### config.mk
export PLATFORM = sky130hd
export DESIGN_NAME = badblk_scanner
export DESIGN_NICKNAME = d
export VERILOG_FILES = /design/src/rtl/bbs_pkg.sv /design/src/rtl/bbs_ctrl.sv /design/src/rtl/bbs_table.sv /design/src/rtl/bbs_tally.sv /design/src/rtl/badblk_scanner.sv
export SDC_FILE = /design/constraint.sdc
export NUM_CORES = 2
export LEC_CHECK = 0
export BUFFER_PORTS_ARGS = -buffer_cell sky130_fd_sc_hd__buf_2
export CORE_MARGIN = 2
export CORE_UTILIZATION = 67
export DETAILED_ROUTE_END_ITERATION = 16
export PLACE_DENSITY_LB_ADDON = 0.2
export SLEW_MARGIN = 40
export SYNTH_ARGS = -nofsm -noshare
export SYNTH_HDL_FRONTEND = slang
export SYNTH_HIERARCHICAL = 1
export SYNTH_SLANG_ARGS = --single-unit
### constraint.sdc
create_clock -name clk -period 9.5 [get_ports clk]
set_input_delay 1.9 -clock clk [delete_from_list [all_inputs] [get_ports clk]]
set_output_delay 1.9 -clock clk [all_outputs]
set_load 0.01 [all_outputs]
### src/rtl/bbs_pkg.sv
package bbs_pkg;

  // Value a good block carries in its marker byte
  localparam logic [7:0] MARK_GOOD = 8'hFF;

  typedef enum logic [2:0] {
    S_IDLE  = 3'd0,
    S_ISS0  = 3'd1,
    S_WAIT0 = 3'd2,
    S_ISS1  = 3'd3,
    S_WAIT1 = 3'd4
  } scan_state_e;

endpackage

### src/rtl/bbs_ctrl.sv
// Scan sequencer: walks the blocks, issues marker reads, classifies.
// PAGES_PER_BLOCK must be a power of two (row = {block, page}).
module bbs_ctrl
  import bbs_pkg::*;
#(
  parameter int NUM_BLOCKS      = 1024,
  parameter int PAGES_PER_BLOCK = 64,
  parameter int PAGE_BYTES      = 2048,
  parameter int SPARE_BYTES     = 64
) (
  input  logic                                   clk,
  input  logic                                   rst_n,
  input  logic                                   start,
  output logic                                   rd_req,
  output logic [$clog2(NUM_BLOCKS)+$clog2(PAGES_PER_BLOCK)-1:0] rd_row,
  output logic [$clog2(PAGE_BYTES+SPARE_BYTES)-1:0] rd_col,
  input  logic                                   resp_valid,
  input  logic [7:0]                             resp_data,
  input  logic                                   resp_err,
  output logic                                   busy,
  output logic                                   clr,
  output logic                                   mark_vld,
  output logic [$clog2(NUM_BLOCKS)-1:0]          mark_idx,
  output logic                                   err_set,
  output logic                                   fin
);

  localparam int BLK_W = $clog2(NUM_BLOCKS);
  localparam int PG_W  = $clog2(PAGES_PER_BLOCK);
  localparam int COL_W = $clog2(PAGE_BYTES + SPARE_BYTES);
  localparam logic [BLK_W-1:0] LAST_BLK = BLK_W'(NUM_BLOCKS - 1);
  localparam logic [COL_W-1:0] MARK_COL = COL_W'(PAGE_BYTES);

  scan_state_e      state_q, state_d;
  logic [BLK_W-1:0] blk_q, blk_d;
  logic             blk_en;
  logic             blk_done;
  logic             blk_bad;
  logic             resp_bad;

  // A response is bad on an error or any marker value other than FFh
  assign resp_bad = resp_err | (resp_data != MARK_GOOD);

  always_comb begin
    state_d  = state_q;
    blk_d    = blk_q;
    blk_en   = 1'b0;
    clr      = 1'b0;
    err_set  = 1'b0;
    blk_done = 1'b0;
    blk_bad  = 1'b0;
    fin      = 1'b0;
    unique case (state_q)
      S_IDLE: begin
        if (start) begin
          clr     = 1'b1;
          blk_d   = '0;
          blk_en  = 1'b1;
          state_d = S_ISS0;
        end
      end
      S_ISS0: state_d = S_WAIT0;
      S_WAIT0: begin
        if (resp_valid) begin
          err_set = resp_err;
          if (resp_bad) begin
            blk_done = 1'b1;
            blk_bad  = 1'b1;
          end else begin
            state_d = S_ISS1;
          end
        end
      end
      S_ISS1: state_d = S_WAIT1;
      S_WAIT1: begin
        if (resp_valid) begin
          err_set  = resp_err;
          blk_done = 1'b1;
          blk_bad  = resp_bad;
        end
      end
      default: state_d = S_IDLE;
    endcase

    if (blk_done) begin
      if (blk_q == LAST_BLK) begin
        fin     = 1'b1;
        state_d = S_IDLE;
      end else begin
        blk_d   = blk_q + 1'b1;
        blk_en  = 1'b1;
        state_d = S_ISS0;
      end
    end
  end

  always_ff @(posedge clk or negedge rst_n) begin
    if (!rst_n) begin
      state_q <= S_IDLE;
    end else begin
      state_q <= state_d;
    end
  end

  always_ff @(posedge clk or negedge rst_n) begin
    if (!rst_n) begin
      blk_q <= '0;
    end else if (blk_en) begin
      blk_q <= blk_d;
    end
  end

  assign mark_vld = blk_done & blk_bad;
  assign mark_idx = blk_q;
  assign busy     = (state_q != S_IDLE);
  assign rd_req   = (state_q == S_ISS0) || (state_q == S_ISS1);
  assign rd_row   = {blk_q, PG_W'(state_q == S_ISS1)};
  assign rd_col   = MARK_COL;

endmodule

### src/rtl/bbs_table.sv
// One flag bit per block, cleared in one cycle, set by the sequencer.
module bbs_table #(
  parameter int NUM_BLOCKS = 1024
) (
  input  logic                          clk,
  input  logic                          rst_n,
  input  logic                          clr,
  input  logic                          mark_vld,
  input  logic [$clog2(NUM_BLOCKS)-1:0] mark_idx,
  input  logic [$clog2(NUM_BLOCKS)-1:0] rd_idx,
  output logic                          rd_bad
);

  localparam int BLK_W = $clog2(NUM_BLOCKS);

  logic [NUM_BLOCKS-1:0] bad_q;

  for (genvar i = 0; i < NUM_BLOCKS; i++) begin : g_bit
    logic set_i;
    assign set_i = mark_vld && (mark_idx == BLK_W'(i));
    always_ff @(posedge clk or negedge rst_n) begin
      if (!rst_n) begin
        bad_q[i] <= 1'b0;
      end else if (clr) begin
        bad_q[i] <= 1'b0;
      end else if (set_i) begin
        bad_q[i] <= 1'b1;
      end
    end
  end

  assign rd_bad = bad_q[rd_idx];

endmodule

### src/rtl/bbs_tally.sv
// Bad-block counter, anomaly detection, sticky error and done flags.
module bbs_tally #(
  parameter int NUM_BLOCKS = 1024,
  parameter int MAX_BAD    = 20
) (
  input  logic                            clk,
  input  logic                            rst_n,
  input  logic                            clr,
  input  logic                            mark_vld,
  input  logic [$clog2(NUM_BLOCKS)-1:0]   mark_idx,
  input  logic                            err_set,
  input  logic                            fin,
  output logic [$clog2(NUM_BLOCKS+1)-1:0] bad_count,
  output logic                            anomaly,
  output logic                            err_flag,
  output logic                            done
);

  localparam int CNT_W = $clog2(NUM_BLOCKS + 1);
  localparam logic [CNT_W-1:0] LIMIT = CNT_W'(MAX_BAD);

  logic [CNT_W-1:0] cnt_q, cnt_inc;
  logic             anom_q, anom_hit;
  logic             err_q;
  logic             done_q;

  assign cnt_inc  = cnt_q + 1'b1;
  assign anom_hit = mark_vld && ((cnt_inc > LIMIT) || (mark_idx == '0));

  always_ff @(posedge clk or negedge rst_n) begin
    if (!rst_n) begin
      cnt_q <= '0;
    end else if (clr) begin
      cnt_q <= '0;
    end else if (mark_vld) begin
      cnt_q <= cnt_inc;
    end
  end

  always_ff @(posedge clk or negedge rst_n) begin
    if (!rst_n) begin
      anom_q <= 1'b0;
    end else if (clr) begin
      anom_q <= 1'b0;
    end else if (anom_hit) begin
      anom_q <= 1'b1;
    end
  end

  always_ff @(posedge clk or negedge rst_n) begin
    if (!rst_n) begin
      err_q <= 1'b0;
    end else if (clr) begin
      err_q <= 1'b0;
    end else if (err_set) begin
      err_q <= 1'b1;
    end
  end

  always_ff @(posedge clk or negedge rst_n) begin
    if (!rst_n) begin
      done_q <= 1'b0;
    end else if (clr) begin
      done_q <= 1'b0;
    end else if (fin) begin
      done_q <= 1'b1;
    end
  end

  assign bad_count = cnt_q;
  assign anomaly   = anom_q;
  assign err_flag  = err_q;
  assign done      = done_q;

endmodule

### src/rtl/badblk_scanner.sv
module badblk_scanner #(
  parameter int NUM_BLOCKS      = 1024,
  parameter int PAGES_PER_BLOCK = 64,
  parameter int PAGE_BYTES      = 2048,
  parameter int SPARE_BYTES     = 64,
  parameter int MAX_BAD         = 20
) (
  input  logic                                   clk,
  input  logic                                   rst_n,
  input  logic                                   start,
  output logic                                   rd_req,
  output logic [$clog2(NUM_BLOCKS)+$clog2(PAGES_PER_BLOCK)-1:0] rd_row,
  output logic [$clog2(PAGE_BYTES+SPARE_BYTES)-1:0] rd_col,
  input  logic                                   resp_valid,
  input  logic [7:0]                             resp_data,
  input  logic                                   resp_err,
  input  logic [$clog2(NUM_BLOCKS)-1:0]          tbl_addr,
  output logic                                   tbl_bad,
  output logic                                   busy,
  output logic                                   done,
  output logic [$clog2(NUM_BLOCKS+1)-1:0]        bad_count,
  output logic                                   anomaly,
  output logic                                   err_flag
);

  localparam int BLK_W = $clog2(NUM_BLOCKS);

  logic             clr;
  logic             mark_vld;
  logic [BLK_W-1:0] mark_idx;
  logic             err_set;
  logic             fin;

  bbs_ctrl #(
    .NUM_BLOCKS      (NUM_BLOCKS),
    .PAGES_PER_BLOCK (PAGES_PER_BLOCK),
    .PAGE_BYTES      (PAGE_BYTES),
    .SPARE_BYTES     (SPARE_BYTES)
  ) u_ctrl (
    .clk        (clk),
    .rst_n      (rst_n),
    .start      (start),
    .rd_req     (rd_req),
    .rd_row     (rd_row),
    .rd_col     (rd_col),
    .resp_valid (resp_valid),
    .resp_data  (resp_data),
    .resp_err   (resp_err),
    .busy       (busy),
    .clr        (clr),
    .mark_vld   (mark_vld),
    .mark_idx   (mark_idx),
    .err_set    (err_set),
    .fin        (fin)
  );

  bbs_table #(
    .NUM_BLOCKS (NUM_BLOCKS)
  ) u_table (
    .clk      (clk),
    .rst_n    (rst_n),
    .clr      (clr),
    .mark_vld (mark_vld),
    .mark_idx (mark_idx),
    .rd_idx   (tbl_addr),
    .rd_bad   (tbl_bad)
  );

  bbs_tally #(
    .NUM_BLOCKS (NUM_BLOCKS),
    .MAX_BAD    (MAX_BAD)
  ) u_tally (
    .clk       (clk),
    .rst_n     (rst_n),
    .clr       (clr),
    .mark_vld  (mark_vld),
    .mark_idx  (mark_idx),
    .err_set   (err_set),
    .fin       (fin),
    .bad_count (bad_count),
    .anomaly   (anomaly),
    .err_flag  (err_flag),
    .done      (done)
  );

endmodule

# Yosys cells after proc, flatten, opt, wreduce, memory -nomap -nowiden
# Index checks and enable logic that the tools add are counted.
[totals]
reg_bits = 1051
input_bits = 23
out_inout_bits = 45
word_cells = 6210
[op_classes]
addsub = 2
magnitude_cmp = 2
n_eq_ne = 1032
n_mux = 2082
bitwise = 2
n_reduce_logical = 2060
[ops]
columns = ["op", "n"]
rows = [
  ["== test 10 bit, second input constant", 512],
  ["== test 10 x 9 -> 1 bit, second input constant", 256],
  ["two-way mux 1 bit", 2068],
  ["nonzero test 2 bit", 1028],
  ["== test 10 x 8 -> 1 bit, second input constant", 128],
  ["logical AND 1 bit", 1025],
  ["== test 10 x 7 -> 1 bit, second input constant", 64],
  ["== test 10 x 6 -> 1 bit, second input constant", 32],
  ["== test 10 x 5 -> 1 bit, second input constant", 16],
  ["== test 10 x 4 -> 1 bit, second input constant", 8],
  ["== test 10 x 3 -> 1 bit, second input constant", 4],
  ["two-way mux 10 bit", 4],
  ["two-way mux 11 bit", 2],
  ["== test 10 x 2 -> 1 bit, second input constant", 2],
  ["one-hot mux 3 bit (5 select lines)", 1],
  ["two-way mux 3 bit", 4],
  ["adder 11 x 1 -> 11 bit, second input constant", 1],
  ["> comparator 11 x 5 -> 1 bit, second input constant", 1],
  ["< comparator 10 x 11 -> 1 bit, second input constant", 1],
  ["adder 10 x 1 -> 10 bit, second input constant", 1],
  ["binary-select mux 1 bit (select 10 bit)", 1],
  ["== test 10 x 1 -> 1 bit, second input constant", 1],
  ["zero test 10 bit", 1],
  ["inequality test 3 x 2 -> 1 bit, second input constant", 3],
  ["other kinds (13)", 16],
]

# Logic depth before layout (Yosys ltp)
[logic_depth]
ltp_word = 9
ltp_mapped = 14
mapped_depth_nobuf = 8

# Cells and area by module
# The synthesis kept the hierarchy.
[by_module_without_submodules]
columns = ["mod", "n_inst", "cells_each", "area_per_inst_um2", "seq_area_each_um2"]
rows = [
  ["bbs_table", 1, 4374, 45439.8, 25624.6],
  ["bbs_ctrl", 1, 125, 1057.3, 325.3],
  ["bbs_tally", 1, 87, 854.6, 350.3],
]

# Worst setup path before layout
# No wires, ideal clock.
[synth_path]
path_kind = "input to output"
from = "input port tbl_addr[1]"
to = "output port tbl_bad"
arrival_ps = 3919
required_ps = 7600
setup_slack_ps = 3681
stages = 11
path_buffers = 4
cell_sequence = "buf_4 buf_4 buf_2 buf_1 mux4_2 a22oi_1 a21oi_1 nor4_1 nand2_1 nand4b_1 o2111ai_1"
[synth_between]
elab_chain_len = 2
[synth_rtl]
columns = ["item", "line_no", "source"]
rows = [
  ["from (decl)", "badblk_scanner.sv:17", "input logic [$clog2(NUM_BLOCKS)-1:0] tbl_addr,"],
  ["binary-select mux 1 bit (select 10 bit)", "bbs_table.sv:32", "assign rd_bad = bad_q[rd_idx];"],
  ["two-way mux 1 bit (implied by the code)", "bbs_table.sv:32", ""],
  ["to (decl)", "badblk_scanner.sv:18", "output logic tbl_bad,"],
]
# No other way between the ends. The select of a mux whose other input is x is not followed.

# Worst setup path after layout
[layout_path]
from = "input port tbl_addr[2]"
to = "output port tbl_bad"
# The elaborated chain is that of the path after synthesis.

==> reports/metrics.yaml <==
finalCritPeriodShare_pct: 80.41
yosys.area.top_type: "dfrtp_1"
cp_top_family: "buffers and inverters"
yosys_register_bits: 1051
ys_async_sr_fraction_pct: 100.0
combPwrFrac_pct: 13.7
vias_per_cell: 6.824
syn_inst: 4586
critical_path.max_stage_delay_ns: 0.57
fp-row-count: 97
gp_congestion: 0.8891
grt_usage_pct: 37.64
ctsLongestPathBuffers: 3
powerDensity_nw_per_um2: 198.8
rsz0062_at_grt: "no"
ant_nets: 0
yosysMostFrequentCell: "nor2_1"
drc: 0
ios: 68
port_buffers: 50
avgSynthCellArea_um2: 10.33
path_cells: "buf_2 > buf_4 > nor2b_2 > buf_4 > a22oi_1 > a21o_1 > o2111ai_1 > a21oi_1 > nor4_1 > nor3_1 > o2111ai_2 > buf_2"
cts_tree: "done"
netlist_area_um2: 47350
tightest_slew_ns: 0.9136
clk_pin_slew_ns: 0.06
nets: 4460
synthTopCellsByArea: "dfrtp_1 (56%), a21oi_1 (11%), nor2_1 (11%), mux4_2 (10%), mux2i_1 (2.3%)"
start_util_pct: 67.62
endpoint_kind: "output pin"
seqPwrFrac_pct: 44.3
cp.required_ns: 7.60
status: "completed"
post_cts_buffers: 0
synthTopCellsByCount: "nor2_1 (1326), a21oi_1 (1069), dfrtp_1 (1051)"
reg2reg_from: "u_ctrl/state_q[1]$_DFFE_PN0P_"
power_switching_share_pct: 28.91
critPathLaunchType: "input pin"
dp_hpwl_um: 80090
vias: 37279
p_leak_uw: 0.02423
min_path_cells: 2
period_minus_slack_ns: 7.639
cts_root_buf: "clkbuf_16"
ir_drop_mv: 0.2100
relSlewSlack_pct: 38.88
drt_iter0_markers: 5344
setup.worst_path.start: "tbl_addr[2]"
ff2ff_path_depth: 8
first_global_vias: 36219
r2r-end: "u_table/bad_q[117]$_DFFE_PN0P_"
hold_viol_final: 0
cp_num_cells: 12
numCtsBuffers: 105
drive_gt1_share_pct: 12.10
p_clk_share_pct: 42.0
fp.coreArea_um2: 70030
grt_first_pass_wirelength_um: 213700
cts.sinks: 1051
reg2reg_slack_ns: 5.93
cp-endpoint: "tbl_bad"
finClkSkew_ns: 0.01993
area_growth_pct: 8.966
ys_seq_area_share_pct: 55.54
power.switching_uw: 2966
synth_edf_count: 0
cts-resized-gates: 0
die_w_um: 269.8
setup_viol: 0
die-area_um2: 72820
die_height_um: 269.8
routedWlPerCell_um: 25.00
p_int_uw: 7294
cts_hold_buf: 0
slew_viol_final: 0
grt_start_max_net_pins: 172
path_max_fanout: 16
insertion_delay_ns: 0.67
dr.pass1.iters: 6
holdWs_ns: 0.4872
synth_ff_type: "dfrtp_1"
critical_path_class: "in -> out"
path_buf_inv: 4
htree_num_levels: 3
synth.distinct_cells: 82
wl_um: 136600
fin_setup_tns_ns: 0
holdCritPathClass: "reg -> reg"
ys_warn_count: 6
cp_slowest_cell: "nor2b_2"
grt.overflow.total: 0
fmax_mhz: 130.9
cap_violations: 0
antenna_found_initial: 5
synth_top_cell_area_share_pct: 55.54
arrival_ns: 5.74
==> layout by cell type (no fill, tap or decap), drive strengths merged, types with 7 or more instances in the layout <==
cell,instances
a22oi,33
bufinv,9
o22ai,16
or3,9
nand4,10
a221oi,10
clkbuf,155
o221ai,37
buf,119
nand3,32
dfrtp,1051
and2,11
mux4,217
a21oi,1070
inv,10
o21ai,14
nand2b,9
conb,17
nor2,1326
nor4,7
a22o,7
nand2,79
a21o,7
nor2b,16
nor3,20
and3,8
mux2i,109
clkinv,24
==> power by group through the flow <==
stage | Sequential, uW | Combinational, uW | Clock (uW)
final | 4550 | 1400 | 4310
after global routing | 4550 | 1480 | 4540
after CTS | 4540 | 1360 | 4350
after detailed placement | 4630 | 1350 | 0
after global placement | 4620 | 1310 | 0
after floorplan | 4610 | 895 | 0
==> sequential cells by signal (all words and copies together) (netlist names) <==
signal,count
u_ctrl/mark_idx,10
u_ctrl/state_q,3
u_table/bad_q,1024
u_tally/anomaly,1
u_tally/bad_count,11
u_tally/done,1
u_tally/err_flag,1
==> per-stage QoR <==
step | instance area [um^2] | power [uW] | worst slack, ns | util [%] | instances
6_report | 51600 | 10260 | 1.862 | 73.68 | 5463
5_1_grt | 51590 | 10570 | 1.733 | 73.67 | 5461
4_1_cts | 51460 | 10250 | 1.688 | 73.49 | 5457
3_3_place_gp | 47600 | 5939 | 1.522 | 67.97 | 5256
2_1_floorplan | 47410 | 5507 | 3.681 | - | 4601
3_5_place_dp | 47850 | 5979 | 1.695 | 68.33 | 5265
==> per-layer routing <==
metal,global-route usage (%),vias up,share of wire (%)
met4,16.83,8,5.0
met3,10.02,467,12
met2,54.52,2441,45
li1,-,15684,-
met5,0.7895,-,0.082
met1,54.27,18679,38
==> worst min path at each step <==
stage / end / startpoint
floorplan: u_table/bad_q[377]$_DFFE_PN0P_ / u_table/bad_q[377]$_DFFE_PN0P_
global placement: u_table/bad_q[381]$_DFFE_PN0P_ / u_table/bad_q[381]$_DFFE_PN0P_
detailed placement: u_table/bad_q[58]$_DFFE_PN0P_ / u_table/bad_q[58]$_DFFE_PN0P_
CTS: u_table/bad_q[103]$_DFFE_PN0P_ / u_table/bad_q[103]$_DFFE_PN0P_
global route: u_table/bad_q[644]$_DFFE_PN0P_ / u_table/bad_q[644]$_DFFE_PN0P_
finish: u_table/bad_q[163]$_DFFE_PN0P_ / u_table/bad_q[163]$_DFFE_PN0P_
==> layout make-up <==
type                    count  area [um^2]
diodes                      3        7.507
clock buffers             155         3183
clock inverters            37        429.2
fillers                  4769        18430
inverters                   9        46.29
multi-input cells        3149        19240
flip-flops and latches   1051        26300
well taps                 940         1176
repair buffers            119         1216
==> cells by family after synthesis <==
family	share of synthesized area (%)
compound gates	14.21
xor+xnor	0.2220
fa+ha+maj	0.05284
buf+inv	4.191
flops	55.54
mux	12.66
other cells	0.01586
simple gates	13.10
==> worst min-delay path, cell delays in order (launching register included) <==
cell	delay (ns)
dfrtp_1	0.34
a21oi_1	0.04
nor2_1	0.07
Power figures use the tool's default switching activity.
